===== src/rtl/pixwin_pkg.sv =====
// Package: shared types for the windowed pixel address generator.
// Assumes: the register select field is 3 bits wide.
package pixwin_pkg;

    // Register select codes on cfg_sel
    typedef enum logic [2:0] {
        SEL_X_START = 3'd0,
        SEL_X_END   = 3'd1,
        SEL_Y_START = 3'd2,
        SEL_Y_END   = 3'd3,
        SEL_MODE    = 3'd4
    } cfg_sel_e;

    // Scan mode word; vert is bit 0, mirror_x bit 1, mirror_y bit 2
    typedef struct packed {
        logic mirror_y;
        logic mirror_x;
        logic vert;
    } scan_mode_t;

endpackage


===== src/rtl/pixwin_cfg_regs.sv =====
// Module: window bound and scan mode registers.
// Stores the four window bounds, clamping each to the array limit, and the
// scan mode word. It also gives a reload request and the origin that the
// pointers must take on this edge, so a bound write is seen at once.
// Assumes: DATA_W is at least XW and YW; the host keeps start <= end.
module pixwin_cfg_regs
    import pixwin_pkg::*;
#(
    parameter int XW     = 7,
    parameter int YW     = 8,
    parameter int DATA_W = 8,
    parameter int X_MAX  = 127,
    parameter int Y_MAX  = 167
) (
    input  logic              clk,
    input  logic              rst_n,
    input  logic              cfg_we,
    input  logic [2:0]        cfg_sel,
    input  logic [DATA_W-1:0] cfg_wdata,
    output logic [XW-1:0]     win_xs,
    output logic [XW-1:0]     win_xe,
    output logic [YW-1:0]     win_ys,
    output logic [YW-1:0]     win_ye,
    output scan_mode_t        mode,
    output logic              reload,
    output logic [XW-1:0]     org_x_nxt,
    output logic [YW-1:0]     org_y_nxt
);

    localparam logic [DATA_W-1:0] X_LIM = DATA_W'(X_MAX);
    localparam logic [DATA_W-1:0] Y_LIM = DATA_W'(Y_MAX);
    localparam logic [XW-1:0]     X_TOP = XW'(X_MAX);
    localparam logic [YW-1:0]     Y_TOP = YW'(Y_MAX);

    logic [XW-1:0] x_val;
    logic [YW-1:0] y_val;
    logic          wr_xs, wr_xe, wr_ys, wr_ye, wr_mode;

    // Clamp the incoming value to each axis limit
    always_comb begin
        x_val = (cfg_wdata > X_LIM) ? X_TOP : cfg_wdata[XW-1:0];
        y_val = (cfg_wdata > Y_LIM) ? Y_TOP : cfg_wdata[YW-1:0];
    end

    // Decode the select into one write strobe per register
    always_comb begin
        wr_xs   = cfg_we && (cfg_sel == SEL_X_START);
        wr_xe   = cfg_we && (cfg_sel == SEL_X_END);
        wr_ys   = cfg_we && (cfg_sel == SEL_Y_START);
        wr_ye   = cfg_we && (cfg_sel == SEL_Y_END);
        wr_mode = cfg_we && (cfg_sel == SEL_MODE);
    end

    // Reload request and the origin in force after this edge
    always_comb begin
        reload    = wr_xs || wr_xe || wr_ys || wr_ye;
        org_x_nxt = wr_xs ? x_val : win_xs;
        org_y_nxt = wr_ys ? y_val : win_ys;
    end

    // Bound and mode storage; reset opens the window to the whole array
    always_ff @(posedge clk) begin
        if (!rst_n) begin
            win_xs <= '0;
            win_xe <= X_TOP;
            win_ys <= '0;
            win_ye <= Y_TOP;
            mode   <= '0;
        end else begin
            if (wr_xs)   win_xs <= x_val;
            if (wr_xe)   win_xe <= x_val;
            if (wr_ys)   win_ys <= y_val;
            if (wr_ye)   win_ye <= y_val;
            if (wr_mode) mode   <= scan_mode_t'(cfg_wdata[2:0]);
        end
    end

endmodule


===== src/rtl/pixwin_axis.sv =====
// Module: one scan pointer axis.
// Counts from the window start to the window end and wraps back to the
// start on a step taken at the end. A reload overrides any step.
// Assumes: start <= stop while stepping.
module pixwin_axis #(
    parameter int W = 7
) (
    input  logic         clk,
    input  logic         rst_n,
    input  logic         step,
    input  logic         reload,
    input  logic [W-1:0] start,
    input  logic [W-1:0] stop,
    input  logic [W-1:0] reload_val,
    output logic [W-1:0] ptr,
    output logic         at_stop
);

    // Flag the last position of the window on this axis
    always_comb at_stop = (ptr == stop);

    // Pointer register: reload, wrap or increment
    always_ff @(posedge clk) begin
        if (!rst_n) begin
            ptr <= '0;
        end else if (reload) begin
            ptr <= reload_val;
        end else if (step) begin
            ptr <= at_stop ? start : ptr + 1'b1;
        end
    end

endmodule


===== src/rtl/pixwin_mirror.sv =====
// Module: optional reflection of one axis address about the array edge.
// When the array size is a power of two the reflection is a bit inversion,
// otherwise a subtraction from the top address.
// Assumes: ptr never exceeds MAX.
module pixwin_mirror #(
    parameter int W   = 7,
    parameter int MAX = 127
) (
    input  logic [W-1:0] ptr,
    input  logic         flip,
    output logic [W-1:0] addr
);

    localparam logic [W-1:0] TOP = W'(MAX);

    generate
        if (MAX == (1 << W) - 1) begin : g_invert
            // Full binary range: reflect by inverting the bits
            always_comb addr = flip ? ~ptr : ptr;
        end else begin : g_subtract
            // Partial range: reflect by subtracting from the top
            always_comb addr = flip ? TOP - ptr : ptr;
        end
    endgenerate

endmodule


===== src/rtl/pixwin_addr_gen.sv =====
// Module: windowed pixel write address generator (top).
// Issues one registered frame memory address with a write pulse for each
// pixel strobe, then advances the column/row pointers inside the window
// in the selected order. Mirroring acts on the issued address only.
// Assumes: the host keeps start <= end on both axes.
module pixwin_addr_gen
    import pixwin_pkg::*;
#(
    parameter int X_COUNT = 128,
    parameter int Y_COUNT = 168,
    parameter int DATA_W  = 8
) (
    input  logic                         clk,
    input  logic                         rst_n,
    input  logic                         cfg_we,
    input  logic [2:0]                   cfg_sel,
    input  logic [DATA_W-1:0]            cfg_wdata,
    input  logic                         pix_valid,
    output logic                         ram_we,
    output logic [$clog2(X_COUNT)-1:0]   ram_x,
    output logic [$clog2(Y_COUNT)-1:0]   ram_y
);

    localparam int XW    = $clog2(X_COUNT);
    localparam int YW    = $clog2(Y_COUNT);
    localparam int X_MAX = X_COUNT - 1;
    localparam int Y_MAX = Y_COUNT - 1;

    logic [XW-1:0] win_xs, win_xe, org_x_nxt, ptr_x, mir_x;
    logic [YW-1:0] win_ys, win_ye, org_y_nxt, ptr_y, mir_y;
    scan_mode_t    mode;
    logic          reload;
    logic          x_at_stop, y_at_stop;
    logic          x_step, y_step;

    pixwin_cfg_regs #(
        .XW(XW), .YW(YW), .DATA_W(DATA_W), .X_MAX(X_MAX), .Y_MAX(Y_MAX)
    ) u_regs (
        .clk       (clk),
        .rst_n     (rst_n),
        .cfg_we    (cfg_we),
        .cfg_sel   (cfg_sel),
        .cfg_wdata (cfg_wdata),
        .win_xs    (win_xs),
        .win_xe    (win_xe),
        .win_ys    (win_ys),
        .win_ye    (win_ye),
        .mode      (mode),
        .reload    (reload),
        .org_x_nxt (org_x_nxt),
        .org_y_nxt (org_y_nxt)
    );

    // Step enables: the fast axis steps every pixel, the slow axis on its wrap
    always_comb begin
        if (mode.vert) begin
            y_step = pix_valid;
            x_step = pix_valid && y_at_stop;
        end else begin
            x_step = pix_valid;
            y_step = pix_valid && x_at_stop;
        end
    end

    pixwin_axis #(.W(XW)) u_axis_x (
        .clk        (clk),
        .rst_n      (rst_n),
        .step       (x_step),
        .reload     (reload),
        .start      (win_xs),
        .stop       (win_xe),
        .reload_val (org_x_nxt),
        .ptr        (ptr_x),
        .at_stop    (x_at_stop)
    );

    pixwin_axis #(.W(YW)) u_axis_y (
        .clk        (clk),
        .rst_n      (rst_n),
        .step       (y_step),
        .reload     (reload),
        .start      (win_ys),
        .stop       (win_ye),
        .reload_val (org_y_nxt),
        .ptr        (ptr_y),
        .at_stop    (y_at_stop)
    );

    pixwin_mirror #(.W(XW), .MAX(X_MAX)) u_mir_x (
        .ptr  (ptr_x),
        .flip (mode.mirror_x),
        .addr (mir_x)
    );

    pixwin_mirror #(.W(YW), .MAX(Y_MAX)) u_mir_y (
        .ptr  (ptr_y),
        .flip (mode.mirror_y),
        .addr (mir_y)
    );

    // Output register: one write pulse and address per accepted pixel
    always_ff @(posedge clk) begin
        if (!rst_n) begin
            ram_we <= 1'b0;
            ram_x  <= '0;
            ram_y  <= '0;
        end else begin
            ram_we <= pix_valid;
            if (pix_valid) begin
                ram_x <= mir_x;
                ram_y <= mir_y;
            end
        end
    end

endmodule


===== config.mk =====
export PLATFORM = sky130hd
export DESIGN_NAME = pixwin_addr_gen
export DESIGN_NICKNAME = d
export VERILOG_FILES = /design/src/rtl/pixwin_pkg.sv /design/src/rtl/pixwin_cfg_regs.sv /design/src/rtl/pixwin_axis.sv /design/src/rtl/pixwin_mirror.sv /design/src/rtl/pixwin_addr_gen.sv
export SDC_FILE = /design/constraint.sdc
export NUM_CORES = 1
export LEC_CHECK = 0
export ABC_AREA = 1
export BUFFER_PORTS_ARGS = -buffer_cell sky130_fd_sc_hd__clkbuf_2
export CAP_MARGIN = 25
export CORE_MARGIN = 2
export CORE_UTILIZATION = 33
export CTS_BUF_LIST = sky130_fd_sc_hd__clkbuf_8
export CTS_CLUSTER_SIZE = 28
export DETAILED_ROUTE_END_ITERATION = 6
export MAX_ROUTING_LAYER = met4
export PLACE_DENSITY = 0.51
export SETUP_SLACK_MARGIN = 0.02
export SLEW_MARGIN = 30
export SYNTH_ARGS = -nofsm -noshare
export SYNTH_HDL_FRONTEND = slang
export SYNTH_SLANG_ARGS = --single-unit
export TNS_END_PERCENT = 10

===== constraint.sdc =====
create_clock -name clk -period 4.3 [get_ports clk]
set_input_delay 0.86 -clock clk [delete_from_list [all_inputs] [get_ports clk]]
set_output_delay 0.86 -clock clk [all_outputs]
set_load 0.01 [all_outputs]

==> qor.csv <==
stage,metric,value,unit
yosys,Synth cell types,38,
place,DP Wirelength,7.019,mm
floorplan,Initial Utilization,0.3419,
routing,drt via density,4.573,
yosys,Post-Synth Simple-Gate Area,0.3232,
worst_setup_path,Worst EP arrival,2660,ps
clock_network,CTS max path bufs,2,
worst_setup_path,R2R Path End,u_axis_y.ptr[7],
routing,Vias,3270,
clock_network,total CTS buffers,9,
yosys,adder-cell area share of the yosys netlist,0.01333,
worst_setup_path,worst setup path end,u_regs.win_ye[5],
sta,setup_tns,0,ps
layout,ANT cells,0,
layout,layout cell share with drive strength beyond 1,0.1583,
layout,"Cell Count, Final, Fillers Out",715,
sta,Final Hold Vio Count,0,
global_route,vias in the first global route,2964,
sta,setup violators final,0,
yosys,synth top area cells,"dfxtp_1 (34%), nand2_1 (13%), inv_1 (6.8%)",
place,IO buf count,30,
clock_network,clock transition at the registers of the reported paths,70,ps
routing,DRT iter0 DRCs,181,
clock_network,H-tree depth,3,
routing,first-pass detailed-route iteration total,4,
sta,final worst slack,1872,ps
yosys,Synth async-reset ratio,0,
power,maximum vdd drop,0.1143,mV
sta,fmax,0.4119,GHz
clock_network,PostCTS Resize Cnt,0,
yosys,Synth Area in Compound Gates,0.1443,
yosys,Syn Inst Count,554,
sta,Final Max Slew Viols,0,
routing,WL/cell,13.24,microns
layout,nets@finish,589,
yosys,ys flop type,dfxtp_1,
run,# Max-Cap Violations,0,
floorplan,Die Span Y,110.7,microns
sta,RSZ-0062 raised after global routing,no,
sta,relative slew slack,0.4503,
outcome,outcome,finished clean,
routing,Post-Route WL,9.464,mm
worst_setup_path,reg2reg path depth,9,
yosys,multiplexer area fraction after synthesis,0,
yosys,cell area after synthesis,3755,sq um
routing,drt drc,0,
yosys,#FFs+latches synth,64,
sta,clock skew,6.766,ps
yosys,"Seq/Total Area, Yosys",0.3412,
global_route,grt ovf,0,
place,"worst slack, placed",1533,ps
yosys,"Avg Cell Area, Syn",6.778,sq um
global_route,pin count of the biggest net entering global routing,36,
yosys,syn nets,573,
floorplan,boundary pin count,31,
floorplan,area of the core,10980,sq um
power,Switch Pwr,0.0003683,W
layout,post-layout util,0.3751,
yosys,cell taking the most area after synthesis,dfxtp_1,
sta,Tightest Pin Transition,822.7,ps
global_route,initial antenna violation count,0,
layout,Fill cells,1180,
sta,Tmin final,2428,ps
yosys,Synth top area share,0.3412,
global_route,GRT Util Overall,0.1667,
place,GPL Wtd Cong,0.8246,
clock_network,clk_lat worst skew,350,ps
power,design internal power,0.0009664,W
yosys,Post-synth EDFFs,0,
sta,fin crit share,0.5646,
worst_setup_path,worst r2r src,u_axis_y.ptr[1],
power,pwr dens,324.0,nW/um^2
place,Cell Count Post-Placement,699,
worst_setup_path,r2r setup slk,2500,ps
power,switching portion of total power,0.2760,
worst_hold_path,Min-Delay Path Class,reg2reg,
floorplan,Die W,110.7,microns
worst_setup_path,CP Launch Point,cfg_sel[2],
clock_network,hold_buf cts,0,
floorplan,Rows,38,
clock_network,CTS tree,yes,
power,Seq pwr share,0.481,
yosys,largest family of logic cells by synthesized area,simple AND/OR/NAND/NOR gates,
clock_network,clk root buf,clkbuf_8,
layout,area grow syn2layout,9.730,%
worst_setup_path,CP max FO,35,
worst_setup_path,critical path required time,4530,ps
worst_setup_path,Startpoint Class,input pin,
clock_network,clock sinks,64,
worst_setup_path,crit path kind,in2reg,
power,Clk pwr share,0.399,
power,Pleak,1.956,nW
power,Gate power share,0.120,
yosys,Post-Synth XOR/XNOR Area,0.05565,
worst_setup_path,CP Capture Type,register,
floorplan,die area,12250,sq um
yosys,YS warnings,0,
routing,final antenna-violating net count,0,
clock_network,Post-CTS Setup Bufs,0,
global_route,first-pass GRT wire length,15.93,mm
[worst min path at each step]
stage                     cells past startpoint               end        startpoint
final                                         2  u_regs.win_xs[0]  u_regs.win_xs[0]
after global routing                          2  u_regs.win_xs[1]  u_regs.win_xs[1]
after CTS                                     2  u_regs.win_xs[4]  u_regs.win_xs[4]
after detailed placement                      2  u_regs.win_xs[4]  u_regs.win_xs[4]
after global placement                        2  u_regs.win_xs[5]  u_regs.win_xs[5]
after floorplan                               2  u_regs.win_ye[2]  u_regs.win_ye[2]
[cells in the mapped netlist, types with 2 or more instances]
cell / instances
inv_2: 9
nand2_4: 4
a21oi_2: 6
nor2_1: 60
xnor2_1: 5
nand2_2: 5
nor2_2: 5
dfxtp_1: 64
nor3_2: 2
a21oi_1: 21
nor2_4: 3
o221ai_1: 2
o21ai_2: 5
inv_1: 68
xor2_1: 17
o21ai_1: 3
o21ai_0: 37
nand3_2: 2
ha_1: 4
nand2_1: 133
buf_6: 7
buf_4: 2
clkbuf_1: 10
nand3_1: 48
buf_2: 7
o211ai_1: 10
or2_0: 4
[cell usage in the layout (no fill, tap or decap), types with 5 or more instances in the layout]
cell      Yosys  layout
inv_1        68      70
a21oi_1      21      21
clkbuf_8      0      11
nand2_1     133     133
o211ai_1     10      10
nor2_2        5       5
nand2_2       5       5
dfxtp_1      64      64
nor2_1       60      60
o21ai_0      37      37
o21ai_2       5       5
clkbuf_2      0      30
a21oi_2       6       6
xnor2_1       5       5
xor2_1       17      17
nand3_1      48      48
inv_2         9       9
[state kept, by name, indices dropped and copies added, names as in the netlist]
register and cells:
u_regs.win_ys 8, u_axis_y.ptr 8, ram_x 7, u_regs.win_xs 7, u_regs.win_ye 8, u_regs.win_xe 7, ram_y 8, u_regs.mode 3
u_axis_x.ptr 7, ram_we 1
[per-stage QoR]
stage                     area [sq um]  hold slack [ps]  power (W)
after floorplan                   3755            464.2  0.0007712
after global placement            3921            496.1  0.0008160
after detailed placement          3921            503.1  0.0008171
after CTS                         4120            521.0   0.001348
after global routing              4120            549.1   0.001402
final                             4120            514.5   0.001335
[routing by layer]
layer,vias to the layer above,track usage,routed length [microns]
met4,0,0.06500,108
met2,60,0.2090,3637
met3,7,0.02460,452
li1,1778,-,-
met1,1425,0.2607,5266
met5,-,-,0
[power groups by stage]
stage / Sequential, W / Clock, W / Combinational (W)
4_1_cts: 0.000642 / 0.000544 / 0.000162
6_report: 0.000642 / 0.000532 / 0.000160
5_1_grt: 0.000646 / 0.000571 / 0.000185
3_5_place_dp: 0.000656 / 0 / 0.000161
3_3_place_gp: 0.000656 / 0 / 0.000160
2_1_floorplan: 0.000650 / 0 / 0.000121
[worst max-delay path, stage by stage]
cell      delay [ps]
clkbuf_2         110
nor2_4           310
inv_2            360
nor3_2           540
inv_1            230
a21oi_1          160
o21ai_0           90
[cell type report]
class / count / area, sq um / area share
clock buffers: 11 / 151.4 / 0.03674
clock inverters: 5 / 47.55 / 0.01154
inverters: 78 / 292.8 / 0.07106
multi-input cells: 386 / 2014 / 0.4889
flip-flops and latches: 64 / 1281 / 0.3110
well taps: 140 / 175.2 / 0.04251
repair buffers: 31 / 157.7 / 0.03826
[cell families (layout without fill, tap and decap cells)]
| group | Yosys count | after routing |
|---|---|---|
| buffers and inverters | 104 | 125 |
| DFF | 64 | 64 |
| xor gates and xnor gates | 23 | 23 |
| AOI/OAI and AO/OA | 88 | 88 |
| and+or+nand+nor | 271 | 271 |
| adders and majority gates | 4 | 4 |
Note: power is estimated with default switching activity, not from simulation.
